`config.mk`:
```
export PLATFORM = sky130hd
export DESIGN_NAME = sem_flag_unit
export DESIGN_NICKNAME = d
export VERILOG_FILES = /design/src/rtl/sem_pkg.sv /design/src/rtl/sem_port_decode.sv /design/src/rtl/sem_flag_cell.sv /design/src/rtl/sem_flag_unit.sv
export SDC_FILE = /design/constraint.sdc
export NUM_CORES = 1
export LEC_CHECK = 0
export BUFFER_PORTS_ARGS = -buffer_cell sky130_fd_sc_hd__buf_2
export CORE_MARGIN = 2
export CORE_UTILIZATION = 53
export DETAILED_ROUTE_END_ITERATION = 12
export GPL_TIMING_DRIVEN = 0
export PLACE_DENSITY = 0.81
export SYNTH_ARGS = -nofsm -noshare
export SYNTH_HDL_FRONTEND = slang
export SYNTH_SLANG_ARGS = --single-unit
```
`constraint.sdc`:
```
create_clock -name clk -period 2.6 [get_ports clk]
set_clock_uncertainty 0.05 [all_clocks]
set_input_delay 0.39 -clock clk [delete_from_list [all_inputs] [get_ports clk]]
set_output_delay 0.39 -clock clk [all_outputs]
set_load 0.02 [all_outputs]
```
`src/rtl/sem_pkg.sv`:
```
// Shared types and the token update rule for the semaphore flag unit.
// Assumes exactly two ports, left = 0 and right = 1.
package sem_pkg;

    localparam logic PORT_L = 1'b0;
    localparam logic PORT_R = 1'b1;

    // Operation decoded for one port in one cycle.
    typedef enum logic [1:0] {
        SEM_IDLE = 2'd0,
        SEM_RD   = 2'd1,
        SEM_WR   = 2'd2,
        SEM_BAD  = 2'd3
    } sem_op_e;

    // State of one token: holder, and a waiting request per port.
    typedef struct packed {
        logic       held;
        logic       owner;
        logic [1:0] waiting;
    } sem_tok_t;

    // Apply one write of value b from port p to token s.
    function automatic sem_tok_t sem_apply(sem_tok_t s, logic p, logic b);
        sem_tok_t n;
        logic     q;
        n = s;
        q = p ^ 1'b1;
        if (!b) begin
            if (!s.held) begin
                n.held  = 1'b1;
                n.owner = p;
            end else if (s.owner != p) begin
                n.waiting[p] = 1'b1;
            end
        end else begin
            n.waiting[p] = 1'b0;
            if (s.held && s.owner == p) begin
                if (s.waiting[q]) begin
                    n.owner      = q;
                    n.waiting[q] = 1'b0;
                end else begin
                    n.held = 1'b0;
                end
            end
        end
        return n;
    endfunction

endpackage

```
`src/rtl/sem_port_decode.sv`:
```
// Access decoder for one port.
// Classifies the port's control lines into idle, read, write or illegal.
// A write needs a rising read/write line as seen between two clock edges.
// Assumes the control inputs are already synchronous to clk.
module sem_port_decode
    import sem_pkg::*;
(
    input  logic    clk,
    input  logic    rst_n,
    input  logic    sel_n,
    input  logic    mem_ce,
    input  logic    rw,
    input  logic    oe_n,
    output sem_op_e op
);

    logic rw_q;

    // Remember last sampled read/write level for edge detection.
    always_ff @(posedge clk) begin
        if (!rst_n) rw_q <= 1'b1;
        else        rw_q <= rw;
    end

    // Classify this cycle's access.
    always_comb begin
        op = SEM_IDLE;
        if (!sel_n) begin
            if (mem_ce)                  op = SEM_BAD;
            else if (rw && !rw_q)        op = SEM_WR;
            else if (rw && !oe_n)        op = SEM_RD;
        end
    end

    // a write is never decoded unless read/write was low one edge before.
    a_r3_write_on_edge: assert property (@(posedge clk) disable iff (!rst_n)
        (op == SEM_WR) |-> ($past(rw) == 1'b0));

endmodule

```
`src/rtl/sem_flag_cell.sv`:
```
// One semaphore token shared by two ports.
// Left write is applied before right write in the same cycle, giving left
// priority on a free token. Outputs give each port's view: 0 = held by it.
module sem_flag_cell
    import sem_pkg::*;
(
    input  logic clk,
    input  logic rst_n,
    input  logic wr_l,
    input  logic bit_l,
    input  logic wr_r,
    input  logic bit_r,
    output logic view_l,
    output logic view_r
);

    sem_tok_t st, st_mid, st_nxt;

    // Next state: apply left write, then right write.
    always_comb begin
        st_mid = wr_l ? sem_apply(st, PORT_L, bit_l) : st;
        st_nxt = wr_r ? sem_apply(st_mid, PORT_R, bit_r) : st_mid;
    end

    // Token register, free after reset.
    always_ff @(posedge clk) begin
        if (!rst_n) st <= '0;
        else        st <= st_nxt;
    end

    // Per-port view of the token.
    assign view_l = !(st.held && st.owner == PORT_L);
    assign view_r = !(st.held && st.owner == PORT_R);

    // a lone left request on a free token is granted.
    a_r5_grant_free: assert property (@(posedge clk) disable iff (!rst_n)
        (!st.held && wr_l && !bit_l && !wr_r) |=> (!view_l && view_r));

    // equal-time requests on a free token go to the left port.
    a_r8_left_first: assert property (@(posedge clk) disable iff (!rst_n)
        (!st.held && wr_l && !bit_l && wr_r && !bit_r)
        |=> (!view_l && view_r && st.waiting[PORT_R]));

    // release by the left holder hands over to a waiting right port.
    a_r6_handover: assert property (@(posedge clk) disable iff (!rst_n)
        (!view_l && st.waiting[PORT_R] && wr_l && bit_l && !wr_r)
        |=> (!view_r && view_l));

    // release with nobody waiting frees the token.
    a_r7_release_free: assert property (@(posedge clk) disable iff (!rst_n)
        (!view_r && !st.waiting[PORT_L] && wr_r && bit_r && !wr_l)
        |=> (view_l && view_r));

endmodule

```
`src/rtl/sem_flag_unit.sv`:
```
// Two-port semaphore flag unit.
// Decodes each port, routes writes to the addressed token and registers
// read data and the illegal-access flag for one cycle.
// Assumes both ports are synchronous to clk.
module sem_flag_unit
    import sem_pkg::*;
#(
    parameter int NUM_FLAGS  = 8,
    parameter int DATA_W     = 8,
    parameter int BUS_ADDR_W = 17
) (
    input  logic                  clk,
    input  logic                  rst_n,
    input  logic                  l_sel_n,
    input  logic                  l_mem_ce,
    input  logic                  l_rw,
    input  logic                  l_oe_n,
    input  logic [BUS_ADDR_W-1:0] l_addr,
    input  logic [DATA_W-1:0]     l_din,
    output logic [DATA_W-1:0]     l_dout,
    output logic                  l_dout_vld,
    output logic                  l_err,
    input  logic                  r_sel_n,
    input  logic                  r_mem_ce,
    input  logic                  r_rw,
    input  logic                  r_oe_n,
    input  logic [BUS_ADDR_W-1:0] r_addr,
    input  logic [DATA_W-1:0]     r_din,
    output logic [DATA_W-1:0]     r_dout,
    output logic                  r_dout_vld,
    output logic                  r_err
);

    localparam int IDX_W = (NUM_FLAGS > 1) ? $clog2(NUM_FLAGS) : 1;
    localparam int NP    = 2;

    logic                  sel_n [NP];
    logic                  ce    [NP];
    logic                  rw    [NP];
    logic                  oe_n  [NP];
    logic [BUS_ADDR_W-1:0] addr  [NP];
    logic [DATA_W-1:0]     din   [NP];
    sem_op_e               op    [NP];
    logic [IDX_W-1:0]      idx   [NP];
    logic [NUM_FLAGS-1:0]  wr_hit[NP];
    logic [NUM_FLAGS-1:0]  view  [NP];
    logic [DATA_W-1:0]     dout_q[NP];
    logic                  vld_q [NP];
    logic                  err_q [NP];
    logic                  unused_bits;

    // Gather port pins into arrays.
    always_comb begin
        sel_n[0] = l_sel_n;  sel_n[1] = r_sel_n;
        ce[0]    = l_mem_ce; ce[1]    = r_mem_ce;
        rw[0]    = l_rw;     rw[1]    = r_rw;
        oe_n[0]  = l_oe_n;   oe_n[1]  = r_oe_n;
        addr[0]  = l_addr;   addr[1]  = r_addr;
        din[0]   = l_din;    din[1]   = r_din;
    end

    assign unused_bits = ^{l_addr[BUS_ADDR_W-1:IDX_W], r_addr[BUS_ADDR_W-1:IDX_W],
                           l_din[DATA_W-1:1], r_din[DATA_W-1:1]};

    genvar p, f;
    generate
        for (p = 0; p < NP; p++) begin : g_port
            sem_port_decode u_dec (
                .clk    (clk),
                .rst_n  (rst_n),
                .sel_n  (sel_n[p]),
                .mem_ce (ce[p]),
                .rw     (rw[p]),
                .oe_n   (oe_n[p]),
                .op     (op[p])
            );

            assign idx[p] = addr[p][IDX_W-1:0];

            // Register read data, valid and error for this port.
            always_ff @(posedge clk) begin
                if (!rst_n) begin
                    dout_q[p] <= '0;
                    vld_q[p]  <= 1'b0;
                    err_q[p]  <= 1'b0;
                end else begin
                    vld_q[p]  <= (op[p] == SEM_RD);
                    err_q[p]  <= (op[p] == SEM_BAD);
                    dout_q[p] <= (op[p] == SEM_RD) ? {DATA_W{view[p][idx[p]]}} : '0;
                end
            end

            for (f = 0; f < NUM_FLAGS; f++) begin : g_hit
                assign wr_hit[p][f] = (op[p] == SEM_WR) && (idx[p] == IDX_W'(f));
            end
        end

        for (f = 0; f < NUM_FLAGS; f++) begin : g_flag
            sem_flag_cell u_cell (
                .clk    (clk),
                .rst_n  (rst_n),
                .wr_l   (wr_hit[0][f]),
                .bit_l  (din[0][0]),
                .wr_r   (wr_hit[1][f]),
                .bit_r  (din[1][0]),
                .view_l (view[0][f]),
                .view_r (view[1][f])
            );
        end
    endgenerate

    assign l_dout     = dout_q[0];
    assign l_dout_vld = vld_q[0];
    assign l_err      = err_q[0];
    assign r_dout     = dout_q[1];
    assign r_dout_vld = vld_q[1];
    assign r_err      = err_q[1];

    // an illegal access never produces read data.
    a_r9_err_no_data: assert property (@(posedge clk) disable iff (!rst_n)
        (l_err |-> !l_dout_vld) and (r_err |-> !r_dout_vld));

    // valid read data is one value copied into every bit.
    a_r2_all_bits: assert property (@(posedge clk) disable iff (!rst_n)
        l_dout_vld |-> (l_dout == '0 || l_dout == '1));

    // an illegal cycle on a port leaves that port's tokens unchanged.
    a_r9_no_change: assert property (@(posedge clk) disable iff (!rst_n)
        (op[0] == SEM_BAD && op[1] == SEM_IDLE) |=> $stable(view[0]));

endmodule

```
Word-level counts from Yosys, hierarchy flattened
Memories as Yosys holds them, arrays and structs flattened.
Index checks and enable logic that the tools add are counted.
- equality and inequality tests: 20
- bitwise gates (word level): 14
- magnitude comparators: 2
- reductions and logical operators: 66
- muxes and demuxes: 182
- operators with widths (kind ; count):
    $mux W1 ; 114
    $mux W4 ; 16
    $mux W2 ; 30
    $mux W3 ; 16
    $logic_and A1 B1 Y1 ; 44
    $mux W8 ; 4
    $eq A3 B3 Y1 const B ; 8
    $logic_not A1 Y1 ; 20
    $eq A3 B2 Y1 const B ; 4
    $eq A2 B2 Y1 const B ; 4
    $lt A3 B4 Y1 const B ; 2
    $not A1 Y1 ; 8
    $bmux W1 S3 ; 2
    $eq A3 B1 Y1 const B ; 2
    $logic_not A3 Y1 ; 2
    $or A1 B1 Y1 ; 6
    $eq A2 B1 Y1 const B ; 2
- memory bits (writable): 20
- output and inout port bits: 20
- flip-flop bits (word level): 34
- word-level logic and storage cells: 313
- memories kept: 3
- memory list (memory ; depth ; width ; read ports ; clocked after Yosys merged registers in ; write ports ; line ; source):
    dout_q ; 2 ; 8 ; 2 ; 0 ; 2 ; sem_flag_unit.sv:47 ; logic [DATA_W-1:0] dout_q[NP];
    err_q ; 2 ; 1 ; 2 ; 0 ; 2 ; sem_flag_unit.sv:49 ; logic err_q [NP];
    vld_q ; 2 ; 1 ; 2 ; 0 ; 2 ; sem_flag_unit.sv:48 ; logic vld_q [NP];

Longest topological paths before layout
Gate-level depths: netlist (run 1).
- word-level depth: 13
- gate-level depth with buffers: 7

Cells and area by module
A second synthesis (run 1) with hierarchy kept.
- cell total of the unflattened synthesis: 330
- area, all modules: 2656.3 sq um
- modules (own cells, without submodules) (module ; area each (sq um) ; seq. area each (sq um) ; cells an instance ; instances):
    sem_flag_cell ; 252.7 ; 80.1 ; 31 ; 8
    sem_flag_unit ; 526.8 ; 120.1 ; 68 ; 1
    sem_port_decode ; 53.8 ; 20.0 ; 7 ; 2

Worst setup path after synthesis (run 1)
OpenSTA, ideal clock, no wires.
- kind: input-to-reg
- from: input port l_sel_n
- to: register g_flag[0].u_cell.st[2] (netlist name)
- buffers on the path: 1
- path slack: 0.500 ns
- data arrival time: 1.946 ns
- stages on the path: 6
- library setup time: 0.103 ns
- path through: or4b_1 -> buf_6 -> o41ai_2 -> o21ai_1 -> o21a_1 -> a2111oi_2
- longest elaborated chain between the ends: 8
- elaborated cells between the ends (all ways): 10
- ends and longest elaborated chain (element ; line ; source):
    start: declaration ; sem_flag_unit.sv:14 ; input logic l_sel_n,
    $mux W2 * ; sem_port_decode.sv:28 ; if (!sel_n) begin
    $eq A2 B2 Y1 * ; sem_flag_unit.sv:94 ; assign wr_hit[p][f] = (op[p] == SEM_WR) && (idx[p] == IDX_W'(f));
    $logic_and A1 B1 Y1 * ; sem_flag_unit.sv:94 ;
    $mux W4 * ; sem_flag_cell.sv:21 ; st_mid = wr_l ? sem_apply(st, PORT_L, bit_l) : st;
    $mux W1 / $logic_and A1 B1 Y1 (equally long branches) ; sem_pkg.sv:39, sem_pkg.sv:38 ;
    $mux W2 ; sem_pkg.sv:38 ; if (s.held && s.owner == p) begin
    $mux W3 ; sem_pkg.sv:29 ; if (!b) begin
    $mux W4 * ; sem_flag_cell.sv:22 ; st_nxt = wr_r ? sem_apply(st_mid, PORT_R, bit_r) : st_mid;
    end signal: assignment ; sem_flag_cell.sv:28 ; else st <= st_nxt;
    end: declaration ; sem_flag_cell.sv:17 ; sem_tok_t st, st_mid, st_nxt;
Mark *: on every way between the ends. The rest lies on a longest branch, timed or not.
A chain may end at the register's enable or synchronous reset.

Worst setup path after layout (run 1)
- from: register g_port[0].u_dec.rw_q
- to: register g_flag[3].u_cell.st[0] (netlist name)
- longest elaborated chain between the ends: 12
- ends and longest elaborated chain (element ; line ; source):
    start: declaration ; sem_port_decode.sv:17 ; logic rw_q;
    start signal: assignment ; sem_port_decode.sv:22 ; else rw_q <= rw;
    $logic_not A1 Y1 * ; sem_port_decode.sv:30 ; else if (rw && !rw_q) op = SEM_WR;
    $logic_and A1 B1 Y1 * ; sem_port_decode.sv:30 ;
    $mux W2 * ; sem_port_decode.sv:30 ;
    $mux W2 * ; sem_port_decode.sv:29 ; if (mem_ce) op = SEM_BAD;
    $mux W2 * ; sem_port_decode.sv:28 ;
    $eq A2 B2 Y1 * ; sem_flag_unit.sv:94 ;
    $logic_and A1 B1 Y1 * ; sem_flag_unit.sv:94 ;
    $mux W4 * ; sem_flag_cell.sv:21 ;
    $logic_and A1 B1 Y1 ; sem_pkg.sv:38 ;
    $mux W1 ; sem_pkg.sv:38 ;
    $mux W1 ; sem_pkg.sv:29 ;
    $mux W4 * ; sem_flag_cell.sv:22 ;
    end signal: assignment ; sem_flag_cell.sv:28 ;
    end: declaration ; sem_flag_cell.sv:17 ;
Marks and branches as above.

==> flow_metrics.tcl, run 1 <==
set metrics [dict create \
    outcome "finished, final reports clean" \
    route.detailed.drc 0 \
    ctsResizeCount 0 \
    clock_latency_ps 300 \
    hold_violations 0 \
    worstSetupPathType "reg2reg" \
    fin_nets 439 \
    finalSetupViolCount 0 \
    min-delay-start "l_oe_n" \
    dp_slack_ps 68.66 \
    synth_area_leader_cell "dfxtp_1" \
    path_clk_slew_ps 80 \
    syn_area_sq_um 2783 \
    p_clk_share_pct 36.9 \
    min_period_ps 2379 \
    power_frac_comb_pct 12.9 \
    cts-hold-fix-buffers 0 \
    fp.dieW_um 76.46 \
    seqPwrFrac_pct 50.2 \
    placementRows 26 \
    ys_ff_latch 40 \
    portBuffers 33 \
    synth_nets 399 \
    first_pass_iters 6 \
    htree_num_levels 2 \
    finalMaxSlewViolations 0 \
    relSlewSlack_pct 49.20 \
    die_h_um 76.46 \
    r2r-start "g_port[0].u_dec.rw_q" \
    drtAntennaViolNets 0 \
    fillers 477 \
    register_area_sq_um 800.8 \
    numCtsBuffers 5 \
    cts_tree "yes" \
    max_cap_violations 0 \
    whs_endpoint "vld_q[0]" \
    worst_slew_pin_slew_ps 762.0 \
    grt_pass1_wl_um 14030 \
    ys.flop_type "dfxtp_1" \
    io_pins 80 \
    reg2reg_to "g_flag[3].u_cell.st[0]" \
    place_inst 442 \
    p_sw_mw 0.3444 \
    cts_sinks 40 \
    fmaxAchievable_ghz 0.4204 \
    overflow 0 \
    synth.avg_cell_area_sq_um 8.208 \
    crit_path_end_kind "register" \
    multiInputGateArea_sq_um 1757 \
    power.share.switching_pct 27.60 \
    p_int_mw 0.9031 \
    rr_worst_depth 6 \
    postSynthCellCount 339 \
    hold_depth 2 \
    leakagePower_nw 1.045 \
    drtIter0Drc 379 \
    rsz0062_at_grt "no" \
    synth.area.top_cells "dfxtp_1 (29%), buf_4 (3.8%), nand2_1 (3.6%)" \
    drive_gt1_share_pct 22.69 \
    drt-vias-per-instance 6.773 \
    synth_most_common_cell "dfxtp_1" \
    async_reset_ff_share_pct 0 \
    hp-class "in2reg" \
    totalWireLength_um 8599 \
    ys_warn_count 0 \
    worst_setup_path_start_kind "register" \
    timing.final.ws_setup_ps 221.5 \
    antenna_cells 0 \
    wl_per_cell_um 19.15 \
    crit_arrival_ps 2490 \
    start_util_pct 54.83 \
    antenna_found_initial 0 \
    synth_cell_types 61 \
    grt_pass1_vias 2789 \
    die_area_sq_um 5846 \
    cellPowerDensity_nw_per_um2 398.3 \
    instances_no_fill 449 \
    yosys.area.top_type_share_pct 28.78 \
    gp_congestion 0.9257 \
    seq_area_frac_synth_pct 28.78 \
    syn2layout_area_growth_pct 12.54 \
    grtUsageTotal_pct 30.11 \
    vdd_drop_max_mv 0.2839 \
    clock_path_buffers 2 \
    cp.required_ps 2710 \
    core_area_sq_um 5075 \
    regToRegSetupSlack_ps 220 \
    tns_ps 0 \
    crit_fanout 10 \
    postCtsSetupRepairBufs 0 \
    via_count 3041 \
    yosys-top-cells-count "dfxtp_1 (40), nand2_1 (27), nor2_1 (22)" \
    cts_root_buffer "clkbuf_8" \
    synth_edf_count 0 \
    fin_crit_sh_pct 91.48 \
    grt_max_degree 12 \
    dpl.hpwl_um 5896 \
]
-- stage by stage --
stage	power [mW]	hold slack, ps	utilization (%)	area (sq um)
after floorplan	0.7378	379.9	-	2783
after global placement	0.7912	396.4	59.81	3035
after detailed placement	0.7935	407.8	59.81	3035
after CTS	1.245	197.6	61.71	3132
after global routing	1.289	199.5	61.71	3132
final	1.247	198.7	61.71	3132
-- state kept, by name, indices dropped and copies added (netlist names) --
name	count
vld_q	2
err_q	2
g_flag.u_cell.st	32
g_port.u_dec.rw_q	2
dout_q	2
-- power groups by stage --
stage	Sequential (mW)	Clock, mW	Combinational (mW)
6_report	0.626	0.460	0.161
5_1_grt	0.627	0.491	0.171
4_1_cts	0.626	0.465	0.155
3_5_place_dp	0.640	0	0.154
3_3_place_gp	0.639	0	0.152
2_1_floorplan	0.641	0	0.0969
-- worst max-delay path by stage --
stage	endpoint	slack [ps]	cells after the start	from
floorplan	g_flag[0].u_cell.st[2]	500	6	l_sel_n
global placement	g_flag[5].u_cell.st[0]	90	7	l_sel_n
detailed placement	g_flag[5].u_cell.st[0]	70	7	l_sel_n
CTS	g_flag[5].u_cell.st[0]	330	6	g_port[0].u_dec.rw_q
global route	g_flag[3].u_cell.st[0]	100	6	g_port[0].u_dec.rw_q
finish	g_flag[3].u_cell.st[0]	220	6	g_port[0].u_dec.rw_q
-- area by class of cell --
| class | instances | share of cell area [%] |
|---|---|---|
| plain buffers | 37 | 6.712 |
| flip-flops and latches | 40 | 25.57 |
| multi-input cells | 258 | 56.09 |
| inverters | 4 | 0.4794 |
| repair buffers | 33 | 5.274 |
| well taps | 70 | 2.797 |
| clock buffers | 7 | 3.076 |
-- logic make-up after synthesis --
family / count (synthesis) / share of synthesized area, %
simple gates: 132 / 26.35
mux: 2 / 1.619
compound gates: 124 / 35.16
flops: 40 / 28.78
buf+inv: 41 / 8.093
-- per-layer routing --
layer,global-route usage (%),vias up,share of wire (%)
met2,45.58,222,45
met1,40.63,1374,40
li1,-,1402,-
met4,14.00,0,3.9
met5,0,-,0
met3,6.872,43,11
-- worst max-delay path, cell delays in order, from the launching register on --
cell and delay (ps):
dfxtp_1 330, nor4b_2 440, clkbuf_1 520, nand2_1 220, o21ai_1 290, nor3b_1 280
a21oi_1 100
-- cells in the final DEF (no fill, tap or decap), types with 5 or more instances in the layout --
master	instances
nand3b_1	6
o31ai_1	7
a41oi_1	7
nor2_1	22
a31oi_1	8
o21ai_0	14
buf_4	14
nor3b_1	9
nand3_1	14
clkbuf_8	7
o31a_1	5
nand2_1	27
nand2b_1	11
clkbuf_1	18
a21oi_1	20
nor4_1	5
a21o_1	5
dfxtp_1	40
buf_2	36
o21ai_1	7
nor3_1	9
Power figures use the tool's default switching activity.
==> inputs of run 2 (changes only) <==
BUFFER_PORTS_ARGS = -buffer_cell sky130_fd_sc_hd__buf_4   (was -buffer_cell sky130_fd_sc_hd__buf_2)
==> run 2 against run 1 <==
Compared with the run above: count of clock-buffer cells in the layout grew 1; die area is the same; cell count grew 0.22%; combinational power grew 4%; largest power group unchanged; setup slack lost 75 ps; first-iteration DRC count shrank 14%; via count shrank 0.30%; register-to-register slack lost 80 ps; wire length shrank 0.70%; non-clock buffer count is the same.
==> flow_metrics.tcl, run 2 (synthesis results as in run 1) <==
set metrics [dict create \
    path_delay_family "simple AND/OR/NAND/NOR gates" \
    max_cap_violations 0 \
    regToRegSetupSlack_ps 150 \
    totalWireLength_um 8539 \
    overflow 0 \
    cts_tree "yes" \
    placementRows 26 \
    min-delay-start "l_oe_n" \
    die_area_sq_um 5846 \
    fin_nets 439 \
    antenna_found_initial 0 \
    path_cells "nor4b_2 -> clkbuf_1 -> nand3_1 -> o21ai_1 -> nor3b_1 -> a21oi_1" \
    hold_slack_ps 208.3 \
    drt-vias-per-instance 6.738 \
    fmaxAchievable_ghz 0.4076 \
    core_area_sq_um 5075 \
    ctsResizeCount 0 \
    start_util_pct 54.83 \
    crit_arrival_ps 2560 \
    numCtsBuffers 5 \
    drtAntennaViolNets 0 \
    syn2layout_area_growth_pct 15.29 \
    instances_no_fill 450 \
    drive_gt1_share_pct 22.37 \
    htree_num_levels 2 \
    power_mw 1.232 \
    leakagePower_nw 1.050 \
    min_period_ps 2454 \
    reg2reg_to "g_flag[5].u_cell.st[0]" \
    tns_ps 0 \
    final_area_sq_um 3208 \
    cts_sinks 40 \
    first_pass_iters 7 \
    grt_pass1_wl_um 14080 \
    largest_reg_flops 32 \
    rr_worst_depth 6 \
    worst_slew_pin_slew_ps 782.9 \
    cts_root_buffer "clkbuf_8" \
    worstSetupPathType "reg2reg" \
    dpl.hpwl_um 5947 \
    crit_slowest_cell "clkbuf_1" \
    grt_max_degree 12 \
    place_inst 442 \
    crit_fanout 10 \
    fp.dieW_um 76.46 \
    worst_setup_path_start_kind "register" \
    postCtsSetupRepairBufs 0 \
    grtUsageTotal_pct 29.88 \
    hold_violations 0 \
    gp_congestion 0.9298 \
    portBuffers 33 \
    r2r-start "g_port[0].u_dec.rw_q" \
    dpl_cell_area_sq_um 3118 \
    grt_pass1_vias 2830 \
    largest_register "g_flag.u_cell.st" \
    clock_latency_ps 300 \
    cellPowerDensity_nw_per_um2 383.9 \
    path_clk_slew_ps 70 \
    finalMaxSlewViolations 0 \
    crit_path_end_kind "register" \
    cp.required_ps 2700 \
    cts-hold-fix-buffers 0 \
    hp-class "in2reg" \
    cp-startpoint "g_port[0].u_dec.rw_q" \
    antenna_cells 0 \
    critPathMaxStageDelay_ps 490 \
    outcome "finished, final reports clean" \
    route.detailed.drc 0 \
    via_count 3032 \
    vdd_drop_max_mv 0.3585 \
    hold_depth 2 \
    rsz0062_at_grt "no" \
    drtIter0Drc 327 \
    clock_path_buffers 2 \
    critPathBufInv 1 \
    wl_per_cell_um 18.98 \
    relSlewSlack_pct 47.81 \
    die_h_um 76.46 \
    io_pins 80 \
    whs_endpoint "vld_q[0]" \
    most-common-layout-cells "buf_4 (47), dfxtp_1 (40), nand2_1 (27), nor2_1 (22)" \
    layout_commonest_cell "buf_4" \
    finalSetupViolCount 0 \
    fin_crit_sh_pct 94.37 \
]
-- run 2: power by group --
group          switching [mW]  internal [mW]
clock network           0.221          0.217
registers             0.00771          0.618
logic                   0.112         0.0564
-- run 2: cell type report --
class                           count  area [sq um]
Buffer                             37         210.2
Clock buffer                        8         90.09
Fill cell                         453          1867
Inverter                            4         15.01
Multi-Input combinational cell    258          1757
Sequential cell                    40         800.8
Tap cell                           70         87.58
Timing Repair Buffer               33         247.7
-- run 2: routing by layer --
layer / up-vias / part of all wire (%) / track usage, %
met1: 1380 / 40 / 39.18
li1: 1400 / - / -
met3: 42 / 11 / 6.754
met4: 0 / 3.3 / 13.09
met5: - / 0 / 0
met2: 210 / 45 / 47.08
-- run 2: stage by stage --
stage | util [%] | setup slack (ps)
final | 63.21 | 146.4
after CTS | 63.21 | 312.3
after detailed placement | 61.44 | 66.00
after global routing | 63.21 | 72.04
after global placement | 61.44 | 56.68
after floorplan | - | 500.5
-- run 2: how the worst max path moves through the flow --
stage | endpoint | depth (start not counted)
floorplan | g_flag[0].u_cell.st[2] | 6
global placement | g_flag[5].u_cell.st[0] | 7
detailed placement | g_flag[5].u_cell.st[0] | 7
CTS | g_flag[5].u_cell.st[0] | 6
global route | g_flag[5].u_cell.st[0] | 6
finish | g_flag[5].u_cell.st[0] | 6
==> inputs of run 3 (changes only) <==
RECOVER_POWER = 50   (was unset)
==> run 3 against run 2 <==
Compared with the run above: worst hold slack improved by 0.99 ps; largest power group unchanged; power decreased by 0.51%; sequential share of layout area increased by 0.26 points; highest routed layer unchanged.
==> flow_metrics.tcl, run 3 (synthesis results as in run 1) <==
set metrics [dict create \
    fin_crit_sh_pct 93.36 \
    path_cells "nor4b_2 -> clkbuf_1 -> nand3_1 -> o21ai_1 -> nor3b_1 -> a21oi_1" \
    leakagePower_nw 1.011 \
    critPathMaxStageDelay_ps 480 \
    antenna_found_initial 0 \
    via_count 3003 \
    path_clk_slew_ps 70 \
    postCtsSetupRepairBufs 0 \
    cp.required_ps 2700 \
    syn2layout_area_growth_pct 14.12 \
    antenna_cells 0 \
    first_pass_iters 5 \
    numCtsBuffers 5 \
    whs_endpoint "vld_q[0]" \
    drtIter0Drc 406 \
    clock_latency_ps 300 \
    tns_ps 0 \
    io_pins 80 \
    cp.depth 6 \
    regToRegSetupSlack_ps 170 \
    portBuffers 33 \
    rsz0062_at_grt "no" \
    grt_pass1_wl_um 14080 \
    layout_commonest_cell "dfxtp_1" \
    worstSetupPathType "reg2reg" \
    finalMaxSlewViolations 0 \
    gp_congestion 0.9298 \
    cts_sinks 40 \
    core_area_sq_um 5075 \
    p_clk_share_pct 35.5 \
    path_delay_family "simple AND/OR/NAND/NOR gates" \
    critPathBufInv 1 \
    min-delay-start "l_oe_n" \
    hp-class "in2reg" \
    seqPwrFrac_pct 51.1 \
    largest_reg_flops 32 \
    worst_slew_pin_slew_ps 788.8 \
    multiInputGateArea_sq_um 1757 \
    p_int_mw 0.8886 \
    grtUsageTotal_pct 29.88 \
    hold_violations 0 \
    finalSetupViolCount 0 \
    ctsResizeCount 0 \
    crit_arrival_ps 2530 \
    register_area_sq_um 800.8 \
    grt_pass1_vias 2830 \
    grt_max_degree 12 \
    cp-startpoint "g_port[0].u_dec.rw_q" \
    route.detailed.drc 0 \
    power_frac_comb_pct 13.4 \
    totalWireLength_um 8435 \
    cts-hold-fix-buffers 0 \
    die_area_sq_um 5846 \
    crit_fanout 10 \
    drive_gt1_share_pct 20.53 \
    utilization_pct 62.57 \
    dpl.hpwl_um 5947 \
    crit_slowest_cell "clkbuf_1" \
    fp.dieW_um 76.46 \
    largest_register "g_flag.u_cell.st" \
    p_sw_mw 0.3367 \
    drtAntennaViolNets 0 \
    placementRows 26 \
    power.share.switching_pct 27.48 \
    cts_tree "yes" \
    worst_setup_path_start_kind "register" \
    vdd_drop_max_mv 0.3561 \
    min_period_ps 2427 \
    htree_num_levels 2 \
    outcome "finished, final reports clean" \
    clock_path_buffers 2 \
    wl_per_cell_um 18.74 \
    cts_root_buffer "clkbuf_8" \
    max_cap_violations 0 \
    crit_path_end_kind "register" \
    fin_nets 439 \
    reg2reg_to "g_flag[5].u_cell.st[0]" \
    cellPowerDensity_nw_per_um2 385.9 \
    die_h_um 76.46 \
    relSlewSlack_pct 47.41 \
    overflow 0 \
    most-common-layout-cells "dfxtp_1 (40), clkbuf_1 (27), nand2_1 (27), buf_4 (26), nor2_1 (22)" \
    start_util_pct 54.83 \
    r2r-start "g_port[0].u_dec.rw_q" \
    fmaxAchievable_ghz 0.4120 \
    rr_worst_depth 6 \
    drt-vias-per-instance 6.673 \
    fillers 465 \
    hold_depth 2 \
]
==> run 3: cell count changes in the layout (fill, tap and decap cells not counted), sizes merged <==
| cell | previous run | this run |
|---|---|---|
| clkbuf | 26 | 48 |
| buf | 52 | 30 |
==> run 3: layout make-up <==
cell class / instances / area share [%]
tap: 70 / 2.758
timing repair buffer: 33 / 6.974
buffer: 37 / 6.422
inverter: 4 / 0.4728
clock buffer: 8 / 2.837
sequential: 40 / 25.22
multi-input combinational: 258 / 55.32
==> run 3: how the worst max path moves through the flow <==
stage,endpoint
floorplan,g_flag[0].u_cell.st[2]
global placement,g_flag[5].u_cell.st[0]
detailed placement,g_flag[5].u_cell.st[0]
CTS,g_flag[5].u_cell.st[0]
global route,g_flag[5].u_cell.st[0]
finish,g_flag[5].u_cell.st[0]
==> run 3: stage by stage <==
stage          hold WS (ps)  instances  worst slack (ps)  total power [mW]  instance area (sq um)
6_report              209.3        450             172.6             1.225                   3176
5_1_grt               206.0        450             72.04             1.264                   3176
3_3_place_gp          396.6        442             56.68            0.8001                   3118
2_1_floorplan         379.9        339             500.5            0.7378                   2783
3_5_place_dp          415.3        442             66.00            0.8028                   3118
4_1_cts               206.0        450             312.3             1.229                   3208
==> run 3: power groups by stage <==
stage          clock [mW]  sequential [mW]  combinational [mW]
3_5_place_dp            0            0.640               0.163
4_1_cts             0.440            0.626               0.163
3_3_place_gp            0            0.640               0.160
2_1_floorplan           0            0.641              0.0969
5_1_grt             0.461            0.626               0.177
6_report            0.435            0.626               0.164
==> run 3: routing by layer <==
| layer | track usage [%] | routed length [um] | vias to the layer above |
|---|---|---|---|
| met5 | 0 | 0 | - |
| met4 | 13.09 | 233 | 0 |
| met3 | 6.754 | 885 | 29 |
| met2 | 47.08 | 3875 | 191 |
| met1 | 39.18 | 3441 | 1384 |
| li1 | - | - | 1399 |
